$ cat src/rtl/dss_pkg.sv
package dss_pkg;

    typedef struct packed {
        logic wake_irq_en;
        logic sw_stop;
        logic wake_req_en;
        logic auto_wu;
        logic keep_run;
    } dss_cfg_t;

    localparam int CFG_W = $bits(dss_cfg_t);

    localparam dss_cfg_t CFG_RST = '{
        wake_irq_en: 1'b0,
        sw_stop:     1'b0,
        wake_req_en: 1'b0,
        auto_wu:     1'b0,
        keep_run:    1'b1
    };

    typedef enum logic [2:0] {
        ST_IDLE,
        ST_REQ,
        ST_STOPPED,
        ST_RESUME,
        ST_RMW_RD,
        ST_RMW_WR
    } dss_state_t;

    function automatic logic in_suspend(dss_state_t s);
        return (s == ST_REQ) || (s == ST_STOPPED);
    endfunction

    function automatic logic halt_active(logic halt_s, dss_cfg_t c);
        return halt_s && !c.keep_run;
    endfunction

endpackage

$ cat src/rtl/dss_sync.sv
module dss_sync #(
    parameter int STAGES = 2
) (
    input  logic clk,
    input  logic rst,
    input  logic d,
    output logic q
);
    logic [STAGES-1:0] chain;

    always_ff @(posedge clk) begin
        if (rst) chain <= '0;
        else     chain <= {chain[STAGES-2:0], d};
    end

    assign q = chain[STAGES-1];
endmodule

$ cat src/rtl/dss_cfg_reg.sv
module dss_cfg_reg
    import dss_pkg::*;
(
    input  logic             clk,
    input  logic             rst,
    input  logic             wr,
    input  logic [CFG_W-1:0] wdata,
    output dss_cfg_t         cfg
);
    always_ff @(posedge clk) begin
        if (rst)     cfg <= CFG_RST;
        else if (wr) cfg <= dss_cfg_t'(wdata);
    end
endmodule

$ cat src/rtl/dss_fsm.sv
module dss_fsm
    import dss_pkg::*;
(
    input  logic       clk,
    input  logic       rst,
    input  logic       halt_s,
    input  dss_cfg_t   cfg,
    input  logic       ack,
    output dss_state_t st,
    output logic       dbg_req
);
    dss_state_t st_nx;

    always_comb begin
        st_nx = st;
        case (st)
            ST_IDLE:    if (halt_active(halt_s, cfg)) st_nx = ST_REQ;
            ST_REQ: begin
                if (!halt_active(halt_s, cfg)) st_nx = ST_IDLE;
                else if (ack)                  st_nx = ST_STOPPED;
            end
            ST_STOPPED: if (!halt_active(halt_s, cfg)) st_nx = ST_RESUME;
            ST_RESUME:  if (!ack) st_nx = cfg.auto_wu ? ST_RMW_RD : ST_IDLE;
            ST_RMW_RD:  st_nx = ST_RMW_WR;
            ST_RMW_WR:  st_nx = ST_IDLE;
            default:    st_nx = ST_IDLE;
        endcase
    end

    always_ff @(posedge clk) begin
        if (rst) st <= ST_IDLE;
        else     st <= st_nx;
    end

    assign dbg_req = in_suspend(st);
endmodule

$ cat src/rtl/dss_rmw.sv
module dss_rmw #(
    parameter int CTL_W    = 8,
    parameter int INIT_POS = 0
) (
    input  logic             clk,
    input  logic             rst,
    input  logic             rd_phase,
    input  logic [CTL_W-1:0] rdata,
    output logic [CTL_W-1:0] wdata
);
    localparam logic [CTL_W-1:0] INIT_MASK = CTL_W'(1) << INIT_POS;

    logic [CTL_W-1:0] held;

    always_ff @(posedge clk) begin
        if (rst)           held <= '0;
        else if (rd_phase) held <= rdata;
    end

    assign wdata = held & ~INIT_MASK;
endmodule

$ cat src/rtl/dbg_susp_ctrl.sv
module dbg_susp_ctrl
    import dss_pkg::*;
#(
    parameter int CTL_W       = 8,
    parameter int INIT_POS    = 0,
    parameter int SYNC_STAGES = 2
) (
    input  logic             clk,
    input  logic             rst,
    input  logic             cpu_halt_i,
    input  logic             cfg_wr_i,
    input  logic [CFG_W-1:0] cfg_wdata_i,
    output logic             stop_req_o,
    input  logic             stop_ack_i,
    input  logic             core_wake_i,
    output logic             wake_en_o,
    output logic             ctl_rd_o,
    input  logic [CTL_W-1:0] ctl_rdata_i,
    output logic             ctl_wr_o,
    output logic [CTL_W-1:0] ctl_wdata_o,
    output logic             stop_ack_sts_o,
    output logic             wake_irq_o,
    output logic             autoclr_en_o
);
    logic       halt_s;
    dss_cfg_t   cfg;
    dss_state_t st;
    logic       dbg_req;

    dss_sync #(.STAGES(SYNC_STAGES)) u_sync (
        .clk(clk), .rst(rst), .d(cpu_halt_i), .q(halt_s)
    );

    dss_cfg_reg u_cfg (
        .clk(clk), .rst(rst), .wr(cfg_wr_i), .wdata(cfg_wdata_i), .cfg(cfg)
    );

    dss_fsm u_fsm (
        .clk(clk), .rst(rst), .halt_s(halt_s), .cfg(cfg),
        .ack(stop_ack_i), .st(st), .dbg_req(dbg_req)
    );

    assign ctl_rd_o = (st == ST_RMW_RD);
    assign ctl_wr_o = (st == ST_RMW_WR);

    dss_rmw #(.CTL_W(CTL_W), .INIT_POS(INIT_POS)) u_rmw (
        .clk(clk), .rst(rst), .rd_phase(ctl_rd_o),
        .rdata(ctl_rdata_i), .wdata(ctl_wdata_o)
    );

    assign stop_req_o     = dbg_req | cfg.sw_stop;
    assign wake_en_o      = cfg.wake_req_en;
    assign stop_ack_sts_o = stop_ack_i & cfg.sw_stop;
    assign wake_irq_o     = core_wake_i & cfg.sw_stop & cfg.wake_irq_en;
    assign autoclr_en_o   = !dbg_req;
endmodule

$ cat config.mk
export PLATFORM = sky130hd
export DESIGN_NAME = dbg_susp_ctrl
export DESIGN_NICKNAME = d
export VERILOG_FILES = /design/src/rtl/dss_pkg.sv /design/src/rtl/dss_sync.sv /design/src/rtl/dss_cfg_reg.sv /design/src/rtl/dss_fsm.sv /design/src/rtl/dss_rmw.sv /design/src/rtl/dbg_susp_ctrl.sv
export SDC_FILE = /design/constraint.sdc
export NUM_CORES = 1
export LEC_CHECK = 0
export ABC_CLOCK_PERIOD_IN_PS = 3450
export BUFFER_PORTS_ARGS = -buffer_cell sky130_fd_sc_hd__clkbuf_2
export CELL_PAD_IN_SITES_DETAIL_PLACEMENT = 0
export CELL_PAD_IN_SITES_GLOBAL_PLACEMENT = 1
export CORE_ASPECT_RATIO = 1.4
export CORE_MARGIN = 8
export CORE_UTILIZATION = 35
export DETAILED_ROUTE_END_ITERATION = 10
export GPL_TIMING_DRIVEN = 0
export PLACE_DENSITY = 0.81
export SYNTH_ARGS = -nofsm -noshare
export SYNTH_HDL_FRONTEND = slang
export SYNTH_HIERARCHICAL = 1
export SYNTH_SLANG_ARGS = --single-unit
$ cat constraint.sdc
create_clock -name clk -period 3.45 [get_ports clk]
set_input_delay 0.345 -clock clk [delete_from_list [all_inputs] [get_ports clk]]
set_output_delay 0.345 -clock clk [all_outputs]
set_load 0.02 [all_outputs]
---- Word level (Yosys, flattened, before mapping) ----
Cells that the tools add are included.
Widths: inputs -> output; s select.
word-level totals
  register bits after elaboration ......... 18
  input port bits ......................... 19
  output and inout port bits .............. 15
  word-level logic and storage cells ...... 34
operators by class
  eq/ne operators ......................... 9
  multiplexer cells ....................... 7
  bitwise operators ....................... 4
  reduce and logical (&&, ||, !) cells .... 6
operators by type and width
  kind                number
  $mux 3              6
  $pmux 3 s5          1
  $eq 3x2->1 const B  2
  $eq 3x3->1 const B  2
  $ne 2x2->1 const B  2
  $reduce_and 4->1    1
  $and 1x1->1         3
  $eq 3x1->1 const B  1
  $logic_not 3->1     1
  $ne 3x3->1 const B  1
  $logic_not 1->1     2
  $ne 2x1->1 const B  1
  $logic_and 1x1->1   1
  $logic_or 1x1->1    1
  $or 1x1->1          1

---- Depth between registers and ports, before layout ----
Gate-level depths: netlist (run 1).
  word-level depth ........................ 4
  mapped depth ............................ 4
  depth with buffers taken out ............ 3

---- Modules after synthesis ----
The synthesis (run 1) kept the hierarchy.
modules (own cells, without submodules)
  module         times used  cells each  area each (um2)
  dss_rmw        1           24          259.0
  dss_fsm        1           26          211.5
  dss_cfg_reg    1           16          183.9
  dss_sync       1           4           52.6
  dbg_susp_ctrl  1           6           41.3

---- Least setup slack after synthesis (run 1) ----
No wires, ideal clock.
  path type ............................... reg2reg
  from .................................... register u_fsm.st[2]
  to ...................................... register u_rmw.held[1]
  library setup time ...................... 114 ps
  arrival time ............................ 1481 ps
  setup slack ............................. 1855 ps
  cell stages (with the launch flop) ...... 5
  path buffers ............................ 1
  clock period less this slack ............ 1595 ps
  cell sequence ........................... dfxtp_1 -> nor3b_1 -> buf_6 -> mux2i_1 -> nor2_1
between the ends
  cells in the longest elaborated chain, start to end .. 1
RTL lines
  element                 RTL line             text
  from (decl)             dss_fsm.sv:9         output dss_state_t st,
  from (signal assigned)  dss_fsm.sv:32        else st <= st_nx;
  $eq 3x3->1              dbg_susp_ctrl.sv:43  assign ctl_rd_o = (st == ST_RMW_RD);
  named net ctl_rd_o      dbg_susp_ctrl.sv:17  output logic ctl_rd_o,
  to (signal assigned)    dss_rmw.sv:17        else if (rd_phase) held <= rdata;
  to (decl)               dss_rmw.sv:13        logic [CTL_W-1:0] held;
The timed path passes the listed nets, and every way through them passes these cells.
A chain may end at the register's enable or synchronous reset.

---- Final worst setup path (run 1) ----
  from .................................... register u_fsm.st[1]
  to ...................................... output stop_req_o
between the ends
  cells in the longest elaborated chain, start to end .. 3
RTL lines
  element                                          RTL line             text
  $eq 3x1->1 / $eq 3x2->1 (equally long branches)  dss_pkg.sv:31        return (s == ST_REQ) || (s == ST_STOPPED);
  $logic_or 1x1->1 (*)                             dss_pkg.sv:31
  named net dbg_req                                dbg_susp_ctrl.sv:28  logic dbg_req;
  $or 1x1->1 (*)                                   dbg_susp_ctrl.sv:51  assign stop_req_o = dbg_req | cfg.sw_stop;
  to (decl)                                        dbg_susp_ctrl.sv:13  output logic stop_req_o,
The timed path passes the listed nets; every way through them passes the cells marked *.

==> impl_metrics.env, run 1 <==
export IMPL_fmax_ghz=0.537
export IMPL_pwr_share_comb_pct=9.9
export IMPL_gp_congestion=0.683
export IMPL_status="finished clean"
export IMPL_port_buffers=30
export IMPL_cts_path_max_buffers=2
export IMPL_htreeDepth=1
export IMPL_design_die_area_um2=3890
export IMPL_rsz0062_at_grt="false"
export IMPL_path_cells="clkbuf_1 -> xnor2_1 -> nor2_1 -> or2_1 -> clkbuf_2"
export IMPL_start_kind="register"
export IMPL_fin_hold_ws_ns=0.259
export IMPL_vias_per_cell=4.77
export IMPL_skew_ns=0.00518
export IMPL_grt_ovfl_total=0
export IMPL_synth_area_leader_cell="dfxtp_1"
export IMPL_fp_coreArea_um2=2100
export IMPL_die_width_um=55.1
export IMPL_wl_mm=1.61
export IMPL_clk_pin_slew_ns=0.10
export IMPL_drv_cap=0
export IMPL_drv_slew=0
export IMPL_yosysUniqueCellTypes=30
export IMPL_grt_pass1_vias=650
export IMPL_endpoint_kind="primary output"
export IMPL_ios=34
export IMPL_cts_setup_buffers=0
export IMPL_vdd_drop_max_uv=176
export IMPL_hold_path_class="in -> reg"
export IMPL_cp_top_family="buffers and inverters"
export IMPL_nNetsFinal=130
export IMPL_synth_top_area_share_pct=45.5
export IMPL_post_drt_wl_per_cell_um=12.2
export IMPL_pwr_share_clk_pct=30.4
export IMPL_p_sw_uw=77.5
export IMPL_placementRows=20
export IMPL_power_density_nw_per_um2=358
export IMPL_cts_sinks=17
export IMPL_syn_area_um2=748
export IMPL_tritoncts="done"
export IMPL_post_place_ws_ns=1.89
export IMPL_cts_resized_gates=0
export IMPL_dp_hpwl_mm=1.29
export IMPL_grtUsageTotal_pct=8.71
export IMPL_min_period_ns=1.86
export IMPL_clock_latency_ns=0.28
export IMPL_synth_ff_latch_count=17
export IMPL_ant_nets=0
export IMPL_antenna_found_initial=0
export IMPL_worst_path_buf_inv=2
export IMPL_path_class="reg -> out"
export IMPL_clockRootBuffer="clkbuf_4"
export IMPL_die_h_um=70.7
export IMPL_swShare_pct=22.8
export IMPL_synth_area_per_cell_um2=9.84
export IMPL_dr_pass1_iters=4
export IMPL_layout_drive_gt1_share_pct=37.3
export IMPL_vias=629
export IMPL_synth_nets=95
export IMPL_grt_pass1_wl_mm=2.64
export IMPL_cpMaxStageDelayCell="dfxtp_1"
export IMPL_hold_viol=0
export IMPL_yosys_top_cells_area="dfxtp_1, mux2i_1, nor2_1"
export IMPL_setup_violations=0
export IMPL_start_util_pct=35.6
export IMPL_crit_path_max_fanout=8
export IMPL_grt_max_degree=18
export IMPL_cp_required_ns=3.11
export IMPL_drc=0
export IMPL_syn_to_final_growth_pct=27.3
export IMPL_critPathMaxStageDelay_ns=0.35
export IMPL_final_min_period_over_clock_period_pct=54.0
export IMPL_r2r_slack_ns=2.09
export IMPL_ctsHoldBuffers=0
export IMPL_tns_ns=0
export IMPL_intPower_uw=263
export IMPL_netlist_instances=76
export IMPL_fillers=235
export IMPL_ys_seq_area_share_pct=45.5
export IMPL_p_leak_uw=0.000443
export IMPL_drt_first_iter_violations=5
export IMPL_fin_ws_ns=1.59
export IMPL_num_antenna_cells=0
export IMPL_cp_arrival_ns=1.52
export IMPL_yosysWarnings=6
export IMPL_seq_power_share_pct=59.8
export IMPL_cts_buffers=3
## layer usage
metal	track usage, %	up-vias	part of all wire, %
met5	0	-	0
met1	8.46	291	38
li1	-	328	-
met3	1.68	2	3.5
met2	15.3	8	57
met4	5.63	0	0.87
## synthesized netlist by cell type
master,instances
dfxtp_1,17
nor2_1,13
mux2i_1,11
buf_6,3
inv_1,3
nor2b_1,3
a21oi_1,2
nand2_1,2
a211o_1,1
a211oi_1,1
a221oi_1,1
a31oi_1,1
and2_2,1
and3_2,1
and3b_1,1
buf_4,1
clkbuf_1,1
conb_1,1
nand4b_1,1
nand4bb_1,1
nor2b_2,1
nor3b_1,1
o211a_1,1
o211ai_1,1
o21ai_0,1
o32ai_1,1
or2_1,1
or2_2,1
or3b_1,1
xnor2_1,1
## final cells by class
cell class,instances,area [um^2],share of cell area (%)
repair buffers,30,150,15.8
inverters,3,11.3,1.18
multi-input cells,51,352,36.9
clock buffers,4,26.3,2.76
well taps,22,27.5,2.89
flip-flops and latches,17,340,35.7
plain buffers,5,45.0,4.73
## power by group through the flow
stage | combinational, uW | sequential, uW | clock [uW]
after CTS | 34.1 | 204 | 107
after global routing | 37.1 | 204 | 114
after detailed placement | 34.0 | 208 | 0
after global placement | 33.1 | 208 | 0
after floorplan | 17.6 | 208 | 0
final | 33.6 | 204 | 103
## cell usage in the layout, fill, tap and decap left out, types with 2 or more instances in the layout
cell type  instances
a21oi_1            2
buf_6              3
clkbuf_1           2
clkbuf_2          30
clkbuf_4           3
dfxtp_1           17
inv_1              3
mux2i_1           11
nand2_1            2
nor2_1            13
nor2b_1            3
## state kept, by name (all words and copies together) (netlist names)
register	flops
u_cfg/cfg	5
u_fsm/st	3
u_sync/chain	2
u_rmw/held	7
## kinds of logic after synthesis
| group | Yosys count | synth area share [%] |
|---|---|---|
| muxes | 11 | 14.7 |
| and+or+nand+nor | 28 | 20.9 |
| AOI/OAI and AO/OA | 10 | 9.70 |
| xor gates and xnor gates | 1 | 1.17 |
| buffers and inverters | 8 | 7.52 |
| other | 1 | 0.501 |
| DFF | 17 | 45.5 |
## worst register-to-register path: stages, from the launching register on
cell and delay [ns]:
dfxtp_1 0.45, nor3b_1 0.34, buf_6 0.20, mux2i_1 0.20, nor2_1 0.06
## final timing paths
kind,end,startpoint,cells after the start
hold reg to reg,u_sync/chain[1],u_sync/chain[0],1
setup reg to reg,u_rmw/held[2],u_fsm/st[2],4
hold / removal,u_cfg/cfg[0],cfg_wdata_i[0],2
setup / recovery,stop_req_o,u_fsm/st[1],5
## through the flow
stage / cell area (um^2) / std cells / total power [uW] / utilization (%)
5_1_grt: 952 / 132 / 356 / 45.3
6_report: 952 / 132 / 341 / 45.3
3_5_place_dp: 926 / 128 / 242 / 44.0
4_1_cts: 952 / 132 / 345 / 45.3
2_1_floorplan: 748 / 76 / 226 / -
3_3_place_gp: 926 / 128 / 241 / 44.0
(Power assumes the default switching activity.)
==> inputs of run 2 (changes only) <==
Settings changed: ABC_CLOCK_PERIOD_IN_PS 3450 to 1700, CORE_UTILIZATION 35 to 29, PLACE_DENSITY 0.81 to 0.72.
Clock period 3.45 ns to 1.7 ns, I/O delays scaled along.
==> impl_metrics.env, run 2 (synthesized netlist as in run 1, its figures left out) <==
export IMPL_status="finished clean"
export IMPL_gp_congestion=0.736
export IMPL_pwr_share_clk_pct=31.4
export IMPL_post_drt_wl_per_cell_um=11.5
export IMPL_cp_arrival_ns=1.44
export IMPL_grtUsageTotal_pct=7.78
export IMPL_holdPathStages=2
export IMPL_num_antenna_cells=0
export IMPL_wl_mm=1.69
export IMPL_path_class="reg -> out"
export IMPL_min_to="u_cfg/cfg[0]"
export IMPL_r2r_slack_ns=0.36
export IMPL_placed_area_um2=943
export IMPL_fillers=284
export IMPL_wl_met1_um=670
export IMPL_fp_coreArea_um2=2530
export IMPL_grt_ovfl_total=0
export IMPL_drv_cap=0
export IMPL_reg2regPathDepth=4
export IMPL_dr_pass1_iters=3
export IMPL_wl_met2_um=860
export IMPL_clk_pin_slew_ns=0.10
export IMPL_htreeDepth=1
export IMPL_largest_register_ffs=7
export IMPL_vdd_drop_max_uv=427
export IMPL_nNetsFinal=130
export IMPL_skew_ns=0.00138
export IMPL_syn_to_final_growth_pct=29.9
export IMPL_design_die_area_um2=4480
export IMPL_drc=0
export IMPL_setup_violations=0
export IMPL_final_area_um2=972
export IMPL_hold_path_class="in -> reg"
export IMPL_start_util_pct=29.5
export IMPL_placementRows=22
export IMPL_hold_viol=0
export IMPL_intPower_uw=531
export IMPL_ios=34
export IMPL_cts_path_max_buffers=2
export IMPL_layout_drive_gt1_share_pct=39.1
export IMPL_vias_per_cell=4.41
export IMPL_crit_path_max_fanout=8
export IMPL_post_place_ws_ns=0.301
export IMPL_reg2reg_to="u_rmw/held[4]"
export IMPL_dr_wl_met3_um=117
export IMPL_grt_pass1_vias=706
export IMPL_fmax_ghz=0.623
export IMPL_antenna_found_initial=0
export IMPL_rsz0062_at_grt="false"
export IMPL_p_sw_uw=171
export IMPL_top_register="u_rmw/held"
export IMPL_grt_max_degree=18
export IMPL_ant_nets=0
export IMPL_final_common_cell="clkbuf_2"
export IMPL_tritoncts="done"
export IMPL_min_period_ns=1.61
export IMPL_drt_first_iter_violations=2
export IMPL_tns_ns=0
export IMPL_power_density_nw_per_um2=722
export IMPL_vias=644
export IMPL_routed_top_layer="met4"
export IMPL_final_min_period_over_clock_period_pct=94.4
export IMPL_cts_sinks=17
export IMPL_dp_hpwl_mm=1.35
export IMPL_top_regs="u_rmw/held (7), u_cfg/cfg (5), u_fsm/st (3)"
export IMPL_min_delay_start="cfg_wdata_i[0]"
export IMPL_final_cell_mix="clkbuf_2, dfxtp_1, nor2_1"
export IMPL_swShare_pct=24.4
export IMPL_start_kind="register"
export IMPL_port_buffers=30
export IMPL_seq_power_share_pct=58.9
export IMPL_pwr_share_comb_pct=9.7
export IMPL_p_leak_uw=0.000450
export IMPL_clock_latency_ns=0.29
export IMPL_p_total_uw=702
export IMPL_endpoint_kind="primary output"
export IMPL_die_width_um=58.9
export IMPL_rr_startpoint="u_fsm/st[2]"
export IMPL_clockRootBuffer="clkbuf_4"
export IMPL_cp_required_ns=1.53
export IMPL_cts_buffers=3
export IMPL_fin_ws_ns=0.0946
export IMPL_cts_setup_buffers=0
export IMPL_die_h_um=76.1
export IMPL_drv_slew=0
export IMPL_grt_pass1_wl_mm=2.79
-- run 2: cell types whose count changed in the layout (fill, tap and decap cells not counted) --
cell / delta
clkbuf_1: -2
clkbuf_2: +1
clkinv_2: +1
-- run 2: repair_timing --
item	CTS	global route
resized for setup	1	0
endpoints found under the setup margin	1	0
hold endpoints to repair	0	0
hold buffers	0	0
-- run 2: stage by stage --
stage / util (%) / hold WS, ns / cells
after CTS: 38.4 / 0.0815 / 146
after global placement: 37.3 / 0.380 / 142
after detailed placement: 37.3 / 0.397 / 142
after floorplan: - / 0.242 / 76
final: 38.4 / 0.0938 / 146
after global routing: 38.4 / 0.0927 / 146
-- run 2: worst max-delay path by stage --
stage	from	endpoint	slack, ns	cells past startpoint
floorplan	u_fsm/st[2]	u_rmw/held[1]	0.10	4
global placement	u_fsm/st[1]	stop_req_o	0.33	5
detailed placement	u_fsm/st[1]	stop_req_o	0.30	5
CTS	u_fsm/st[1]	stop_req_o	0.09	5
global route	u_fsm/st[1]	stop_req_o	0.03	5
finish	u_fsm/st[1]	stop_req_o	0.09	5
-- run 2: area by class of cell --
class,count,area (um^2),share of cell area [%]
inverter,3,11.3,1.16
clock buffer,3,22.5,2.32
sequential,17,340,35.0
tap,36,45.0,4.63
clock inverter,1,5.00,0.515
multi-input combinational,51,352,36.2
buffer,5,46.3,4.76
timing repair buffer,30,150,15.4
-- run 2: power groups by stage --
stage	registers [uW]	logic (uW)	clock network, uW
after floorplan	423	35.7	0
after global placement	422	67.3	0
after detailed placement	423	69.2	0
after CTS	414	69.3	230
after global routing	416	74.4	240
final	414	68.1	220
-- run 2: worst max-delay path, cell delays in order (launching register included) --
cell and delay, ns:
dfxtp_1 0.36, clkbuf_2 0.21, xnor2_1 0.14, nor2_1 0.07
or2_1 0.21, clkbuf_2 0.15
-- run 2: per-layer routing --
layer	vias up	track usage [%]
met4	0	5.77
met1	298	7.12
met2	19	13.3
met3	4	2.87
met5	-	0
li1	323	-
